**src/rtl/int_alu_pkg.sv**
```systemverilog
package int_alu_pkg;

  localparam int OP_W = 4;

  localparam logic [OP_W-1:0] OPC_AND = 4'd0;
  localparam logic [OP_W-1:0] OPC_OR  = 4'd1;
  localparam logic [OP_W-1:0] OPC_ADD = 4'd2;
  localparam logic [OP_W-1:0] OPC_XOR = 4'd3;
  localparam logic [OP_W-1:0] OPC_NOR = 4'd4;
  localparam logic [OP_W-1:0] OPC_SUB = 4'd6;

  // function picked inside every one-bit slice
  typedef enum logic [1:0] {
    FN_AND = 2'd0,
    FN_OR  = 2'd1,
    FN_SUM = 2'd2,
    FN_XR  = 2'd3
  } slice_fn_e;

  typedef struct packed {
    slice_fn_e fn;
    logic      b_inv;     // invert second operand in every slice
    logic      c_first;   // carry into slice 0
    logic      nor_mode;  // XOR path computes (a|b)^1
    logic      arith;     // add or subtract
    logic      legal;     // code is one of the six used codes
  } alu_ctrl_t;

endpackage

```
**src/rtl/alu_decode.sv**
```systemverilog
module alu_decode
  import int_alu_pkg::*;
(
  input  logic [OP_W-1:0] op_code,
  output alu_ctrl_t       ctrl
);

  always_comb begin
    ctrl = '{fn: FN_AND, b_inv: 1'b0, c_first: 1'b0,
             nor_mode: 1'b0, arith: 1'b0, legal: 1'b0};
    case (op_code)
      OPC_AND: begin
        ctrl.fn    = FN_AND;
        ctrl.legal = 1'b1;
      end
      OPC_OR: begin
        ctrl.fn    = FN_OR;
        ctrl.legal = 1'b1;
      end
      OPC_ADD: begin
        ctrl.fn    = FN_SUM;
        ctrl.arith = 1'b1;
        ctrl.legal = 1'b1;
      end
      OPC_SUB: begin
        ctrl.fn      = FN_SUM;
        ctrl.b_inv   = 1'b1;
        ctrl.c_first = 1'b1;
        ctrl.arith   = 1'b1;
        ctrl.legal   = 1'b1;
      end
      OPC_XOR: begin
        ctrl.fn    = FN_XR;
        ctrl.legal = 1'b1;
      end
      OPC_NOR: begin
        ctrl.fn       = FN_XR;
        ctrl.nor_mode = 1'b1;
        ctrl.legal    = 1'b1;
      end
      default: ctrl.legal = 1'b0;
    endcase
  end

endmodule

```
**src/rtl/alu_bit_slice.sv**
```systemverilog
module alu_bit_slice
  import int_alu_pkg::*;
(
  input  logic      a_i,
  input  logic      b_i,
  input  logic      c_i,
  input  slice_fn_e fn,
  input  logic      b_inv,
  input  logic      nor_mode,
  output logic      r_o,
  output logic      c_o
);

  logic b_eff;
  logic and_v;
  logic or_v;
  logic sum_v;
  logic xr_l;
  logic xr_r;
  logic xr_v;

  assign b_eff = b_i ^ b_inv;
  assign and_v = a_i & b_eff;
  assign or_v  = a_i | b_eff;
  assign sum_v = a_i ^ b_eff ^ c_i;
  assign c_o   = and_v | (c_i & (a_i ^ b_eff));

  // shared XOR gate: plain XOR, or OR result flipped by a constant one
  assign xr_l = nor_mode ? or_v : a_i;
  assign xr_r = nor_mode ? 1'b1 : b_eff;
  assign xr_v = xr_l ^ xr_r;

  always_comb begin
    case (fn)
      FN_AND:  r_o = and_v;
      FN_OR:   r_o = or_v;
      FN_SUM:  r_o = sum_v;
      default: r_o = xr_v;
    endcase
  end

endmodule

```
**src/rtl/alu_ovf_flag.sv**
```systemverilog
module alu_ovf_flag (
  input  logic c_into_top,
  input  logic c_out_top,
  input  logic arith,
  input  logic signed_en,
  output logic ovf
);

  assign ovf = arith & signed_en & (c_into_top ^ c_out_top);

endmodule

```
**src/rtl/int_alu.sv**
```systemverilog
module int_alu
  import int_alu_pkg::*;
#(
  parameter int WIDTH = 32
) (
  input  logic             clk,
  input  logic             rst,
  input  logic [OP_W-1:0]  op_code,
  input  logic             signed_en,
  input  logic [WIDTH-1:0] opa,
  input  logic [WIDTH-1:0] opb,
  output logic [WIDTH-1:0] result_o,
  output logic             carry_o,
  output logic             ovf_o
);

  localparam int TOP = WIDTH - 1;

  alu_ctrl_t        ctrl;
  logic [WIDTH:0]   chain;
  logic [WIDTH-1:0] slice_r;
  logic [WIDTH-1:0] res_d;
  logic             carry_d;
  logic             ovf_d;

  alu_decode u_dec (
    .op_code (op_code),
    .ctrl    (ctrl)
  );

  assign chain[0] = ctrl.c_first;

  for (genvar i = 0; i < WIDTH; i++) begin : g_slice
    alu_bit_slice u_bit (
      .a_i      (opa[i]),
      .b_i      (opb[i]),
      .c_i      (chain[i]),
      .fn       (ctrl.fn),
      .b_inv    (ctrl.b_inv),
      .nor_mode (ctrl.nor_mode),
      .r_o      (slice_r[i]),
      .c_o      (chain[i+1])
    );
  end

  alu_ovf_flag u_ovf (
    .c_into_top (chain[TOP]),
    .c_out_top  (chain[WIDTH]),
    .arith      (ctrl.arith),
    .signed_en  (signed_en),
    .ovf        (ovf_d)
  );

  assign res_d   = ctrl.legal ? slice_r : '0;
  assign carry_d = ctrl.arith & chain[WIDTH];

  always_ff @(posedge clk) begin
    if (rst) begin
      result_o <= '0;
      carry_o  <= 1'b0;
      ovf_o    <= 1'b0;
    end else begin
      result_o <= res_d;
      carry_o  <= carry_d;
      ovf_o    <= ovf_d;
    end
  end

  // ---------------- assertions ----------------
  assert_reset_clear_R1: assert property (@(posedge clk) disable iff (rst)
    $past(rst) |-> (result_o == '0 && !carry_o && !ovf_o));

  assert_add_sum_R3: assert property (@(posedge clk) disable iff (rst)
    (!$past(rst) && $past(op_code) == OPC_ADD) |->
      ({carry_o, result_o} == ({1'b0, $past(opa)} + {1'b0, $past(opb)})));

  assert_sub_carry_R4: assert property (@(posedge clk) disable iff (rst)
    (!$past(rst) && $past(op_code) == OPC_SUB) |->
      (carry_o == ($past(opa) >= $past(opb))));

  assert_logic_flags_R9: assert property (@(posedge clk) disable iff (rst)
    (!$past(rst) && ($past(op_code) == OPC_AND || $past(op_code) == OPC_OR ||
                     $past(op_code) == OPC_XOR || $past(op_code) == OPC_NOR)) |->
      (!carry_o && !ovf_o));

  assert_no_overflow_R8: assert property (@(posedge clk) disable iff (rst)
    (!$past(rst) && !$past(signed_en)) |-> !ovf_o);

  assert_unused_zero_R10: assert property (@(posedge clk) disable iff (rst)
    (!$past(rst) && ($past(op_code) == 4'd5 || $past(op_code) > 4'd6)) |->
      (result_o == '0 && !carry_o && !ovf_o));

endmodule

```
**config.mk**
```make
export PLATFORM = sky130hd
export DESIGN_NAME = int_alu
export DESIGN_NICKNAME = d
export VERILOG_FILES = /design/src/rtl/int_alu_pkg.sv /design/src/rtl/alu_decode.sv /design/src/rtl/alu_bit_slice.sv /design/src/rtl/alu_ovf_flag.sv /design/src/rtl/int_alu.sv
export SDC_FILE = /design/constraint.sdc
export NUM_CORES = 1
export LEC_CHECK = 0
export BUFFER_PORTS_ARGS = -buffer_cell sky130_fd_sc_hd__buf_2
export CAP_MARGIN = 30
export CORE_UTILIZATION = 35
export DETAILED_ROUTE_END_ITERATION = 12
export GPL_TIMING_DRIVEN = 0
export PLACE_DENSITY = 0.62
export SLEW_MARGIN = 5
export SYNTH_ARGS = -nofsm -noshare
export SYNTH_HDL_FRONTEND = slang
export SYNTH_SLANG_ARGS = --single-unit
```
**constraint.sdc**
```tcl
create_clock -name clk -period 25.3 [get_ports clk]
set_input_delay 3.795 -clock clk [delete_from_list [all_inputs] [get_ports clk]]
set_output_delay 3.795 -clock clk [all_outputs]
set_load 0.005 [all_outputs]
```
==> impl_metrics.py <==
metrics = {
    "power_and_ir_drop": {
        "leakagePower_nw": 2.78,
        "internal_power_mw": 0.136,
        "seq_power_share_pct": 27.0,
        "swShare_pct": 36.3,
        "fin_total_pwr_mw": 0.214,
        "ir_drop_v": 0.0000268,
        "clockPowerShare_pct": 31.0,
        "power.share.combinational_pct": 42.0,
        "power.density_nw_per_um2": 33.3,
        "p_sw_mw": 0.0776,
    },
    "floorplanning": {
        "core_area_um2": 15300,
        "die_h_um": 127,
        "fp.dieArea_um2": 16200,
        "rows": 45,
        "die_x_um": 127,
        "initial_core_util_pct": 35.9,
        "ios": 105,
    },
    "timing": {
        "period_needed_ns": 17.58,
        "grt_setup_unrepaired": "false",
        "maxSlewViolCount": 0,
        "max_freq_mhz": 56.9,
        "fin_tns_setup_ns": 0,
        "tightest_slew_ns": 0.633,
        "timing.slew.headroom_pct": 57.8,
        "post-route-period-util_pct": 69.5,
        "hold_violations": 0,
        "setup_viol": 0,
    },
    "synth": {
        "muxShareOfSynthArea_pct": 5.86,
        "ys_ff_latch": 34,
        "netlist_area_um2": 5480,
        "synthSimpleGateAreaFrac_pct": 15.1,
        "synthAdderAreaFrac_pct": 25.5,
        "synth_top_family_by_area": "adder cells",
        "synth-compound-area-share_pct": 13.3,
        "ys_warn_count": 0,
        "syn_nets": 708,
        "ys_seq_area_share_pct": 12.4,
        "ys_types": 35,
        "synth-xor-area-share_pct": 19.1,
        "syn-mean-instance-area_um2": 10.1,
        "syn-instance-count": 544,
    },
    "worst_setup_path": {
        "path_max_fanout": 10,
        "worstSetupPathType": "in -> reg",
        "crit_path_frequent_cell": "fa_1",
        "critPathMaxStageDelay_ns": 0.47,
        "crit_slowest_cell": "or3b_2",
        "cp-end-kind": "flip-flop",
        "startpoint_type": "input port",
        "cp.required_ns": 25.44,
        "arrival_ns": 17.73,
    },
    "cts": {
        "cts_sinks": 34,
        "cts_tree": "yes",
        "cts_max_level": 2,
        "cts_hold_buf": 0,
        "clk_pin_slew_worst_paths_ns": 0.06,
        "cts_resized": 0,
        "cts.root.buffer_cell": "clkbuf_16",
        "post_cts_buffers": 0,
        "cts_buffers": 5,
        "ctsLongestPathBuffers": 2,
    },
    "global_routing": {
        "grt_pass1_vias": 4893,
        "grt_max_degree": 11,
        "grt_pass1_wl_um": 25300,
        "grt.total_usage_pct": 20.5,
        "grt_antenna_before_repair": 4,
        "grt-ovfl-total": 0,
    },
    "drt": {
        "drtAntennaViolNets": 0,
        "drt_iter0_drc": 293,
        "first_pass_iters": 5,
        "post_drt_wl_per_cell_um": 18.4,
        "vias_per_cell": 5.24,
        "vias": 4550,
        "wl_um": 16000,
        "route.detailed.drc": 0,
    },
    "cells_and_area": {
        "utilization_pct": 42.1,
        "area_delta_synth_final_pct": 17.1,
        "nets": 819,
        "layout-drive-gt1-share_pct": 27.1,
        "final_cell_area_um2": 6420,
    },
    "placement": {
        "placed_area_um2": 6270,
        "port_buffers": 104,
        "place_congestion": 0.832,
        "dp_hpwl_um": 11600,
    },
    "status": {
        "outcome": "complete, no violations",
    },
    "flow_run": {
        "max_cap_viol_count": 0,
    },
    "min_path": {
        "hp-class": "in -> reg",
    },
}
## layout make-up
cell class              count  area [um^2]
diodes                      2         5.00
clock buffers               7          143
plain buffers              50          344
inverters                  36          135
well taps                 211          264
flip-flops and latches     34          681
repair buffers            104          520
fillers                  1509         8840
clock inverters             1         5.00
multi-input cells         424         4320
## through the flow
step	setup WS, ns	hold WS (ns)	std cells
CTS	7.70	3.78	867
detailed placement	7.42	4.09	859
finish	7.72	3.79	869
global route	7.31	3.80	867
floorplan	8.64	3.87	544
global placement	7.50	4.09	859
## synthesized netlist by cell type (all sizes together)
| cell type | number | area, um^2 |
|---|---|---|
| o21ai | 31 | 155 |
| inv | 36 | 135 |
| nand3b | 36 | 270 |
| or3b | 29 | 257 |
| and3b | 1 | 8.76 |
| o21a | 1 | 7.51 |
| a21oi | 2 | 10.0 |
| buf | 29 | 265 |
| dfxtp | 34 | 681 |
| mux2 | 1 | 11.3 |
| mux2i | 31 | 310 |
| and4b | 1 | 10.0 |
| or4b | 1 | 10.0 |
| nor4b | 1 | 8.76 |
| ha | 62 | 776 |
| fa | 31 | 621 |
| nor3b | 1 | 12.5 |
| nand2b | 3 | 26.3 |
| o311ai | 31 | 272 |
| a211oi | 1 | 12.5 |
| a32oi | 31 | 272 |
| nor2 | 1 | 3.75 |
| clkbuf | 21 | 78.8 |
| xor2 | 31 | 489 |
| xnor2 | 64 | 561 |
| nor2b | 32 | 200 |
| nor4 | 1 | 21.3 |
## worst paths after layout
check | startpoint | endpoint | cells past startpoint
max | op_code[0] | result_o[31] | 44
min | signed_en | ovf_o | 2
## sequential cells by signal, indices dropped and copies added (netlist names)
register and cells:
result_o 32, carry_o 1, ovf_o 1
## power groups by stage
stage	Sequential [mW]	Combinational, mW	Clock (mW)
final	0.0578	0.0898	0.0662
after global routing	0.0581	0.100	0.0705
after CTS	0.0578	0.0901	0.0690
after detailed placement	0.0589	0.0895	0
after global placement	0.0589	0.0853	0
after floorplan	0.0595	0.0559	0
## cell usage in the layout (no fill, tap or decap), types with 3 or more instances in the layout
cell type / Yosys / layout
dfxtp_1: 34 / 34
o21ai_1: 30 / 30
inv_1: 36 / 36
nor2b_1: 32 / 32
fa_1: 31 / 31
nand3b_1: 36 / 36
ha_1: 62 / 62
xor2_2: 29 / 29
buf_2: 14 / 118
clkbuf_16: 0 / 5
xnor2_1: 64 / 64
buf_12: 3 / 3
mux2i_1: 31 / 31
o311ai_1: 30 / 30
buf_6: 12 / 12
a32oi_1: 31 / 31
clkbuf_1: 21 / 22
or3b_2: 3 / 3
or3b_1: 25 / 25
## critical path, delay by kind of cell
kind                       cells  cell delay [ns]
buffers and inverters          7             0.86
adders and majority gates     31            11.93
and+or+nand+nor                3             0.86
xor gates and xnor gates       1             0.10
AOI/OAI and AO/OA              2             0.18
## cell families after synthesis
| kind of cell | count (synthesis) |
|---|---|
| fa+ha+maj | 93 |
| flops | 34 |
| simple gates | 107 |
| xor+xnor | 95 |
| buf+inv | 86 |
| mux | 32 |
| compound gates | 97 |
## metal layers
layer | global-route usage, % | vias up | wire length (um)
met4 | 9.73 | 4 | 537
met5 | 0 | - | 18
met1 | 24.2 | 2256 | 6500
li1 | - | 2095 | -
met2 | 35.4 | 148 | 7970
met3 | 4.52 | 47 | 998
Note: power is estimated with default switching activity, not from simulation.
